<file path="src/rtl/addr_seq_pkg.sv">
package addr_seq_pkg;

    typedef enum logic [1:0] {
        LEN_BYTE = 2'd0,
        LEN_WORD = 2'd1,
        LEN_PAGE = 2'd2,
        LEN_RSVD = 2'd3
    } len_code_e;

    typedef enum logic [1:0] {
        ST_BYTE = 2'd0,
        ST_WORD = 2'd1,
        ST_PAGE = 2'd2
    } mode_e;

    typedef enum logic [1:0] {
        OP_HOLD   = 2'd0,
        OP_LOAD   = 2'd1,
        OP_RELOAD = 2'd2,
        OP_STEP   = 2'd3
    } op_e;

endpackage

</file>
<file path="src/rtl/addr_seq_fsm.sv">
module addr_seq_fsm
    import addr_seq_pkg::*;
#(
    parameter int ADDR_W    = 7,
    parameter int WORD_LOG2 = 1,
    parameter int PAGE_LOG2 = 2
) (
    input  logic              clk,
    input  logic              rst_n,
    input  logic              load_i,
    input  len_code_e         load_len_i,
    output mode_e             mode_o,
    output logic [ADDR_W-1:0] stride_o
);

    localparam logic [ADDR_W-1:0] STRIDE_BYTE = ADDR_W'(1);
    localparam logic [ADDR_W-1:0] STRIDE_WORD = ADDR_W'(1) << WORD_LOG2;
    localparam logic [ADDR_W-1:0] STRIDE_PAGE = ADDR_W'(1) << PAGE_LOG2;

    mode_e state_q;
    mode_e state_d;

    // Next-state logic: only a load changes the active length.
    always_comb begin
        state_d = state_q;
        if (load_i) begin
            unique case (load_len_i)
                LEN_WORD: state_d = ST_WORD;
                LEN_PAGE: state_d = ST_PAGE;
                default:  state_d = ST_BYTE;
            endcase
        end
    end

    // State register.
    always_ff @(posedge clk) begin
        if (!rst_n) begin
            state_q <= ST_BYTE;
        end else begin
            state_q <= state_d;
        end
    end

    // Outputs: the stride that belongs to the current state.
    always_comb begin
        unique case (state_q)
            ST_WORD: stride_o = STRIDE_WORD;
            ST_PAGE: stride_o = STRIDE_PAGE;
            default: stride_o = STRIDE_BYTE;
        endcase
    end

    assign mode_o = state_q;

endmodule

</file>
<file path="src/rtl/addr_seq_align.sv">
module addr_seq_align
    import addr_seq_pkg::*;
#(
    parameter int ADDR_W        = 7,
    parameter int WORD_LOG2     = 1,
    parameter int PAGE_LOG2     = 2,
    parameter bit ALIGN_ON_LOAD = 1'b1
) (
    input  logic [ADDR_W-1:0] addr_i,
    input  len_code_e         len_i,
    output logic [ADDR_W-1:0] addr_o
);

    localparam logic [ADDR_W-1:0] WORD_MASK = (ADDR_W'(1) << WORD_LOG2) - ADDR_W'(1);
    localparam logic [ADDR_W-1:0] PAGE_MASK = (ADDR_W'(1) << PAGE_LOG2) - ADDR_W'(1);

    generate
        if (ALIGN_ON_LOAD) begin : g_align
            logic [ADDR_W-1:0] low_mask;

            // Pick which low bits to clear for the requested length.
            always_comb begin
                unique case (len_i)
                    LEN_WORD: low_mask = WORD_MASK;
                    LEN_PAGE: low_mask = PAGE_MASK;
                    default:  low_mask = '0;
                endcase
            end

            assign addr_o = addr_i & ~low_mask;
        end else begin : g_pass
            assign addr_o = addr_i;
        end
    endgenerate

endmodule

</file>
<file path="src/rtl/addr_seq_regs.sv">
module addr_seq_regs
    import addr_seq_pkg::*;
#(
    parameter int ADDR_W = 7
) (
    input  logic              clk,
    input  logic              rst_n,
    input  logic              load_i,
    input  logic [ADDR_W-1:0] load_addr_i,
    input  logic              reload_i,
    input  logic              advance_i,
    input  logic [ADDR_W-1:0] stride_i,
    output logic [ADDR_W-1:0] cur_o,
    output logic [ADDR_W-1:0] start_o
);

    op_e               op;
    logic [ADDR_W-1:0] cur_q;
    logic [ADDR_W-1:0] start_q;

    // Priority: load, then reload, then step, then hold.
    always_comb begin
        if (load_i) begin
            op = OP_LOAD;
        end else if (reload_i) begin
            op = OP_RELOAD;
        end else if (advance_i) begin
            op = OP_STEP;
        end else begin
            op = OP_HOLD;
        end
    end

    always_ff @(posedge clk) begin
        if (!rst_n) begin
            cur_q   <= '0;
            start_q <= '0;
        end else begin
            unique case (op)
                OP_LOAD: begin
                    cur_q   <= load_addr_i;
                    start_q <= load_addr_i;
                end
                OP_RELOAD: cur_q <= start_q;
                // Natural width overflow gives the modulo-array wrap.
                OP_STEP:   cur_q <= cur_q + stride_i;
                default:   cur_q <= cur_q;
            endcase
        end
    end

    assign cur_o   = cur_q;
    assign start_o = start_q;

endmodule

</file>
<file path="src/rtl/addr_seq_reg.sv">
module addr_seq_reg
    import addr_seq_pkg::*;
#(
    parameter int ADDR_W        = 7,
    parameter int WORD_LOG2     = 1,
    parameter int PAGE_LOG2     = 2,
    parameter bit ALIGN_ON_LOAD = 1'b1
) (
    input  logic              clk,
    input  logic              rst_n,
    input  logic              load_i,
    input  logic [ADDR_W-1:0] load_addr_i,
    input  logic [1:0]        load_len_i,
    input  logic              advance_i,
    input  logic              reload_i,
    output logic [ADDR_W-1:0] cur_addr_o
);

    len_code_e         len_code;
    mode_e             mode_w;
    logic [ADDR_W-1:0] stride_w;
    logic [ADDR_W-1:0] aligned_w;
    logic [ADDR_W-1:0] start_w;

    assign len_code = len_code_e'(load_len_i);

    addr_seq_fsm #(
        .ADDR_W    (ADDR_W),
        .WORD_LOG2 (WORD_LOG2),
        .PAGE_LOG2 (PAGE_LOG2)
    ) u_fsm (
        .clk        (clk),
        .rst_n      (rst_n),
        .load_i     (load_i),
        .load_len_i (len_code),
        .mode_o     (mode_w),
        .stride_o   (stride_w)
    );

    addr_seq_align #(
        .ADDR_W        (ADDR_W),
        .WORD_LOG2     (WORD_LOG2),
        .PAGE_LOG2     (PAGE_LOG2),
        .ALIGN_ON_LOAD (ALIGN_ON_LOAD)
    ) u_align (
        .addr_i (load_addr_i),
        .len_i  (len_code),
        .addr_o (aligned_w)
    );

    addr_seq_regs #(
        .ADDR_W (ADDR_W)
    ) u_regs (
        .clk         (clk),
        .rst_n       (rst_n),
        .load_i      (load_i),
        .load_addr_i (aligned_w),
        .reload_i    (reload_i),
        .advance_i   (advance_i),
        .stride_i    (stride_w),
        .cur_o       (cur_addr_o),
        .start_o     (start_w)
    );

endmodule

</file>
<file path="config.mk">
export PLATFORM = sky130hd
export DESIGN_NAME = addr_seq_reg
export DESIGN_NICKNAME = d
export VERILOG_FILES = /design/src/rtl/addr_seq_pkg.sv /design/src/rtl/addr_seq_fsm.sv /design/src/rtl/addr_seq_align.sv /design/src/rtl/addr_seq_regs.sv /design/src/rtl/addr_seq_reg.sv
export SDC_FILE = /design/constraint.sdc
export NUM_CORES = 1
export LEC_CHECK = 0
export BUFFER_PORTS_ARGS = -buffer_cell sky130_fd_sc_hd__clkbuf_2
export CORE_ASPECT_RATIO = 0.8
export CORE_MARGIN = 5
export CORE_UTILIZATION = 58
export DETAILED_ROUTE_END_ITERATION = 8
export GPL_TIMING_DRIVEN = 0
export PLACE_DENSITY = 0.83
export SYNTH_ARGS = -nofsm -noshare
export SYNTH_HDL_FRONTEND = slang
export SYNTH_HIERARCHICAL = 1
export SYNTH_SLANG_ARGS = --single-unit
</file>
<file path="constraint.sdc">
create_clock -name clk -period 4.2 [get_ports clk]
set_clock_uncertainty 0.2 [all_clocks]
set_input_delay 0.84 -clock clk [delete_from_list [all_inputs] [get_ports clk]]
set_output_delay 0.84 -clock clk [all_outputs]
set_load 0.005 [all_outputs]
</file>
======== Word level (Yosys, flattened, before mapping) ========
Cells that the tools add are included.
storage, ports and cells
  flip-flop bits (word level) ............. 16
  input port bits ......................... 14
  output and inout bits ................... 7
  word-level logic and storage cells ...... 21
operators by class
  add/sub/neg operators ................... 1
  equal/unequal tests ..................... 7
  mux-type cells .......................... 7
  bitwise gates (word level) .............. 2
  reduce and logical (&&, ||, !) cells .... 1
operator list
  cell                count
  $pmux 7 s3          1
  $eq 2x2->1 const B  4
  $pmux 2 s2          2
  $add 7x3->7         1
  $and 7x7->7         1
  $not 2->7           1
  $eq 2x1->1 const B  3
  $mux 2              3
  $pmux 3 s2          1
  $reduce_bool 3->1   1

======== Longest topological paths before layout ========
Gate-level depths: netlist of the first run.
  depth after elaboration ................. 5
  gate-level depth with buffers ........... 8
  gate-level depth less buffers ........... 8

======== Modules after synthesis ========
Netlist of the first run, hierarchy kept.
modules (own cells, without submodules)
  module          instances  cells each  area an instance (um^2)  seq. area each (um^2)
  addr_seq_regs   1          105         915.9                    280.3
  addr_seq_fsm    1          17          146.4                    40.0
  addr_seq_align  1          9           73.8                     0.0

======== Worst setup path after synthesis of the first run ========
Ideal clock, no wire load.
  path kind ............................... register to register
  start point ............................. register u_fsm.state_q[0], in the netlist u_fsm/mode_o[0]
  end point ............................... register u_regs.cur_q[6], in the netlist u_regs/cur_o[6]
  library setup time ...................... 79 ps
  data arrival time ....................... 2137 ps
  data required time ...................... 3921 ps
  path slack .............................. 1785 ps
  cell stages (with the launch flop) ...... 9
  buffers on the path ..................... 0
  period minus slack after synthesis ...... 2415 ps
  path through ............................ dfxtp_1 > inv_1 > ha_1 > ha_1 > fa_1 > a211oi_1 > o21ai_0 > a2111o_1 > o211ai_1
between the ends
  longest elaborated chain between the ends .. 4
  elaborated cells on any way between the ends .. 5
  classes of those cells .................. 1 x add/sub; 2 x eq/ne; 2 x mux
ends and longest elaborated chain
  what                                             line                 RTL
  from (decl)                                      addr_seq_fsm.sv:20   mode_e state_q;
  from (signal assigned)                           addr_seq_fsm.sv:40   state_q <= state_d;
  $eq 2x2->1 / $eq 2x1->1 (equally long branches)  addr_seq_fsm.sv:46   unique case (state_q)
  $pmux 3 s2 *                                     addr_seq_fsm.sv:46
  named net stride_w[0]                            addr_seq_reg.sv:21   logic [ADDR_W-1:0] stride_w;
  $add 7x3->7 *                                    addr_seq_regs.sv:46  OP_STEP: cur_q <= cur_q + stride_i;
  $pmux 7 s3 *                                     addr_seq_regs.sv:39  unique case (op)
  to (signal assigned)                             addr_seq_regs.sv:41  cur_q <= load_addr_i;
  to (signal assigned)                             addr_seq_regs.sv:46
  to (signal assigned)                             addr_seq_regs.sv:47  default: cur_q <= cur_q;
  to (decl)                                        addr_seq_regs.sv:18  logic [ADDR_W-1:0] cur_q;
Mark *: on every way through the listed nets, which the timed path passes. The rest lies on a longest branch.
A chain may end at the register's enable or synchronous reset.

======== Worst setup path after layout of the first run ========
Ends and elaborated chain as after synthesis.

==> impl_metrics.toml, run 1 <==
[final_layout]
multi_input_area_um2 = 699
diodes = 0
layout.cells.most_common = "dfxtp_1"
flow.area_growth_from_synthesis_pct = 13.4
drive_above_1_share_pct = 22.9
layout.area.seq_um2 = 320
num-fill-cells = 171
final_util_pct = 68.8
layout.cells.most_common_list = "16 x dfxtp_1, 15 x clkbuf_2, 9 x ha_1, 9 x buf_4, 9 x nand2_1"
final_net_count = 178

[power_and_ir_drop]
maximum_vdd_ir_drop_uv = 226
p_per_area_mw_per_mm2 = 277
total_leakage_power_nw = 0.578

[timing]
finalHoldViolCount = 0
rsz_0062_raised_after_global_routing = "no"
worst_margin_slew_ns = 0.582
finalWorstPathRequiredPeriod_ns = 2.63
final_setup_fails = 0
timing.max_slew.rel_slack_pct = 60.7
slew_viol_final = 0
timing.final.ws_setup_ns = 1.57
fin_crit_sh_pct = 62.7
clock.fmax_ghz = 0.380
setup_tns_ns = 0

[route]
remaining_drc_errors = 0
dr.pass1.iters = 4
final_ant_viol_nets = 0
wl_per_cell_um = 13.4
drt-total-wl_um = 2370
drt-vias-per-instance = 5.54
detail_route.iter0.violations = 25
vias = 980

[yosys]
syn-mean-instance-area_um2 = 8.67
ys.warnings.count = 6
synth_flop_cell = "dfxtp_1"
register_area_share_after_synthesis_pct = 28.2
synth_cell_type_count = 43
synthCells = 131
share_of_flip_flops_with_an_asynchronous_set_or_reset_pct = 0
synth_edf_count = 0
syn_area_mm2 = 0.00114
seq_cells_post_synth = 16

[grt]
leftover_overflow_at_the_end_of_global_routing = 0
grt_pass1_vias = 976
antenna_violations_before_repair = 0
first_pass_grt_wire_length_um = 4040
global_route.usage.total_pct = 17.2
grt_start_max_net_pins = 11

[worst_setup_path]
endpoint_kind = "register"
reg2reg_slack_ns = 1.57
reg2reg_from = "u_fsm/mode_o[0]"
cp_max_fo = 3
crit_path_top_delay_cell = "fa_1"
worst-path-buf-inv = 1
reg2reg_to = "u_regs/cur_o[6]"
worst_r2r_path_depth = 8
critical-path-max-stage-delay_ns = 0.44
cp.required_ns = 4.21
critical_path.top_delay_family = "compound AO/OA/AOI/OAI gates"
arrival_ns = 2.64
critical_path.most_common_cell = "ha_1"
timing.setup.critical_path_class = "reg2reg"
timing.critical_path.cells = "inv_1 > ha_1 > ha_1 > fa_1 > a211oi_1 > o21ai_0 > a2111o_1 > o211ai_1"
setup.worst_path.start_class = "register"

[placed_design]
weighted_congestion_at_the_end_of_routability_driven_global_placement = 0.740
dpl.hpwl_um = 1880
place_ws_ns = 1.59
port-buffer-count = 15

[cts]
cts_tree = "built"
clockRootBuffer = "clkbuf_4"
cts_made_buffers = 3
clock_sink_count = 16
clkLatencyLatePin_ns = 0.28
ctsHtreeMaxLevel = 1
buffers_inserted_during_post_cts_setup_optimization = 0
postCtsHoldBufs = 0
post_cts.resized_instances = 0
ctsLongestPathBuffers = 2
worst_setup_hold_path_clk_slew_ns = 0.10

[floorplan]
ioPinCount = 21
initial_core_util_pct = 60.6
floorplan.die_area_mm2 = 0.00295
die_h_um = 49.6
core_area_mm2 = 0.00187
rows = 14
die_width_um = 59.5

[worst_hold_path]
min_from = "u_regs/start_o[1]"
holdPathEnd = "u_regs/start_o[1]"
min_path_cells = 2
worst_hold_path_type = "reg2reg"

[status]
result_of_the_run = "finished, final reports clean"

[run]
drv.max_cap_violation_count = 0
[cells by family (layout without fill, tap and decap cells)]
logic type / Yosys count / count (layout) / synth area share [%]
compound gates: 39 / 39 / 24.3
xor+xnor: 3 / 3 / 2.31
fa+ha+maj: 10 / 10 / 11.7
buf+inv: 21 / 40 / 11.2
flops: 16 / 16 / 28.2
mux: 1 / 1 / 0.881
other cells: 1 / 4 / 0.330
simple gates: 40 / 40 / 21.0
[through the flow]
step | hold WS (ns) | total power [mW] | area (um2) | instances
final | 0.289 | 0.357 | 1290 | 177
after global routing | 0.314 | 0.380 | 1290 | 177
after CTS | 0.290 | 0.360 | 1290 | 177
after detailed placement | 0.274 | 0.258 | 1250 | 173
after global placement | 0.267 | 0.254 | 1250 | 173
after floorplan | 0.257 | 0.233 | 1150 | 134
[worst max-delay path by stage]
stage,start,to,slack (ns),depth (start not counted)
2_1_floorplan,u_fsm/mode_o[0],u_regs/cur_o[6],1.78,8
3_3_place_gp,u_fsm/mode_o[0],u_regs/cur_o[6],1.65,8
3_5_place_dp,u_fsm/mode_o[0],u_regs/cur_o[6],1.59,8
4_1_cts,u_fsm/mode_o[0],u_regs/cur_o[6],1.56,8
5_1_grt,u_fsm/mode_o[0],u_regs/cur_o[6],1.39,8
6_report,u_fsm/mode_o[0],u_regs/cur_o[6],1.57,8
[final cells by class]
class | instances | area share [%]
well taps | 24 | 2.33
plain buffers | 14 | 7.86
repair buffers | 15 | 5.83
multi-input cells | 97 | 54.3
inverters | 7 | 2.04
clock buffers | 4 | 2.82
flip-flops and latches | 16 | 24.9
[state kept, by name, summed over array words and instances, names as in the netlist]
signal	flops
u_regs/cur_o	7
u_regs/start_o	7
u_fsm/mode_o	2
[cell usage after synthesis, drive strengths merged, types with 2 or more instances]
master / number / area share [%]
inv: 7 / 2.3
buf: 11 / 7.9
nand2: 9 / 3.0
nand3b: 2 / 1.3
nand4b: 2 / 1.5
nor2b: 7 / 4.5
o21ai: 8 / 3.5
nand2b: 7 / 3.9
nand3: 3 / 1.3
dfxtp: 16 / 28
o31ai: 3 / 2.0
nor2: 4 / 1.3
a21oi: 6 / 2.6
a21boi: 6 / 4.0
clkbuf: 3 / 0.99
ha: 9 / 9.9
xnor2: 2 / 1.5
o211ai: 2 / 1.3
a211oi: 2 / 1.3
[metal layers]
| layer | track usage (%) | part of all wire [%] |
|---|---|---|
| met5 | 0 | 0 |
| met4 | 3.40 | 1.9 |
| met3 | 5.74 | 6.2 |
| met2 | 30.5 | 47 |
| met1 | 19.7 | 44 |
[worst min-delay path, cell delays in order, from the launching register on]
cell and delay, ns:
dfxtp_1 0.32, nand2b_1 0.06, a21boi_0 0.07
[where the power goes]
part / total [mW] / leakage (nW) / internal, mW / switching, mW
Sequential: 0.169 / 0.132 / 0.161 / 0.00729
Combinational: 0.0870 / 0.425 / 0.0432 / 0.0438
Clock: 0.102 / 0.0210 / 0.0527 / 0.0490
Total: 0.357 / 0.578 / 0.257 / 0.100
(Power assumes the default switching activity.)
==> inputs of run 2 (changes only) <==
Settings changed: CORE_UTILIZATION 58 to 49, PLACE_DENSITY 0.83 to 0.74.
Clock period 4.2 ns to 2.2 ns, I/O delays scaled along.
==> run 2 against run 1 <==
The flow now finishes with violations (negative setup slack); final cell count is 2.3% higher; sequential share of layout area shrank 0.92 points; via count grew 2.0%; global-route usage down 0.66 points; clock-buffer cell count fell by 1; largest power group unchanged; highest routed layer unchanged.
==> impl_metrics.toml, run 2 (same netlist as run 1, synthesis figures left out) <==
[floorplan]
die_h_um = 53.1
ioPinCount = 21
floorplan.die_area_mm2 = 0.00339
rows = 15
initial_core_util_pct = 52.2
die_width_um = 63.8
core_area_mm2 = 0.00218

[cts]
ctsHtreeMaxLevel = 1
clock_sink_count = 16
ctsLongestPathBuffers = 2
clkLatencyLatePin_ns = 0.28
cts_made_buffers = 3
cts_tree = "built"
postCtsHoldBufs = 0
clockRootBuffer = "clkbuf_4"
worst_setup_hold_path_clk_slew_ns = 0.10

[final_layout]
diodes = 0
layout.cells.most_common = "clkbuf_2"
final_net_count = 182
layout.area.seq_um2 = 323
multi_input_area_um2 = 739
layout.cells.most_common_list = "15 x clkbuf_2, 14 x dfxtp_1, 13 x buf_4, 9 x nand2_1"
num-fill-cells = 210
drive_above_1_share_pct = 30.1
final_util_pct = 62.0
flow.area_growth_from_synthesis_pct = 18.7

[status]
failed_checks = "negative setup slack"
result_of_the_run = "complete, but fails checks"

[placed_design]
place_ws_ns = -0.149
weighted_congestion_at_the_end_of_routability_driven_global_placement = 0.898
port-buffer-count = 15
dpl.hpwl_um = 1990

[power_and_ir_drop]
netSwitchingFraction_pct = 29.9
clock_power_share_pct = 23.7
p_int_mw = 0.466
comb_power_share_pct = 27.6
p_sw_mw = 0.198
total_leakage_power_nw = 0.593
maximum_vdd_ir_drop_uv = 335
p_per_area_mw_per_mm2 = 492
power.sequential.fraction_pct = 48.7

[grt]
first_pass_grt_wire_length_um = 4460
antenna_violations_before_repair = 0
grt_pass1_vias = 1005
global_route.usage.total_pct = 16.6
leftover_overflow_at_the_end_of_global_routing = 0
grt_start_max_net_pins = 11

[timing]
worst_margin_slew_ns = 0.518
fin_crit_sh_pct = 101
finalWorstPathRequiredPeriod_ns = 2.23
final_setup_fails = 1
clock.fmax_ghz = 0.448
rsz_0062_raised_after_global_routing = "yes"
holdWs_ns = 0.208
timing.final.ws_setup_ns = -0.0298
finalHoldViolCount = 0
timing.max_slew.rel_slack_pct = 65.0
slew_viol_final = 0

[route]
wl_per_cell_um = 14.1
final_ant_viol_nets = 0
dr.pass1.iters = 4
remaining_drc_errors = 0
detail_route.iter0.violations = 54
vias = 1000
drt-total-wl_um = 2550
drt-vias-per-instance = 5.52

[worst_hold_path]
min_from = "load_addr_i[2]"
worst_hold_path_type = "in2reg"

[worst_setup_path]
endpoint_kind = "register"
timing.setup.critical_path_class = "reg2reg"
reg2reg_from = "u_fsm/mode_o[0]"
critical_path.startpoint = "u_fsm/mode_o[0]"
setup.worst_path.start_class = "register"
cp.required_ns = 2.22
cp_max_fo = 3
arrival_ns = 2.25

[run]
drv.max_cap_violation_count = 0
## run 2: critical path, cell delays in order, from the launching register on
cell and delay (ns):
dfxtp_2 0.34, inv_2 0.04, ha_4 0.21, ha_4 0.16, fa_2 0.42, a211oi_2 0.23, o21ai_1 0.10, a2111o_1 0.37
o211ai_1 0.09
## run 2: final timing paths
path | to | slack, ns | cells after the start
worst min-delay path | u_regs/cur_o[2] | 0.21 | 3
worst max-delay path | u_regs/cur_o[6] | -0.03 | 8
worst max register to register | u_regs/cur_o[6] | -0.03 | 8
worst min register to register | u_regs/start_o[0] | 0.29 | 2
## run 2: area by class of cell
type / instances / share of cell area [%]
Tap cell: 25 / 2.32
Sequential cell: 16 / 23.9
Multi-Input combinational cell: 97 / 54.8
Buffer: 14 / 7.51
Clock buffer: 3 / 1.67
Inverter: 7 / 1.95
Timing Repair Buffer: 19 / 7.79
## run 2: what timing repair did
action,in CTS,in global routing
buffers inserted,3,1
endpoints found under the setup margin,2,1
gates resized for setup,5,0
pin swaps,6,4
## run 2: power by group through the flow
| stage | logic (mW) | registers (mW) | clock network (mW) |
|---|---|---|---|
| 2_1_floorplan | 0.122 | 0.327 | 0 |
| 3_3_place_gp | 0.164 | 0.328 | 0 |
| 3_5_place_dp | 0.169 | 0.329 | 0 |
| 4_1_cts | 0.179 | 0.324 | 0.165 |
| 5_1_grt | 0.203 | 0.327 | 0.183 |
| 6_report | 0.183 | 0.323 | 0.158 |
## run 2: per-layer routing
layer	track usage [%]	vias to the layer above	routed length, um
met5	0	-	0
met4	3.46	0	12
met3	4.46	2	142
met2	29.4	31	1250
met1	20.0	463	1150
li1	-	504	-
## run 2: per-stage QoR
step / power, mW / TNS (ns) / std cells / instance area [um2]
final: 0.664 / -0.0298 / 181 / 1350
after CTS: 0.668 / -0.0581 / 180 / 1340
after global placement: 0.492 / -0.246 / 174 / 1270
after detailed placement: 0.498 / -0.263 / 174 / 1270
after global routing: 0.712 / -0.133 / 181 / 1350
after floorplan: 0.449 / -0.0802 / 134 / 1160
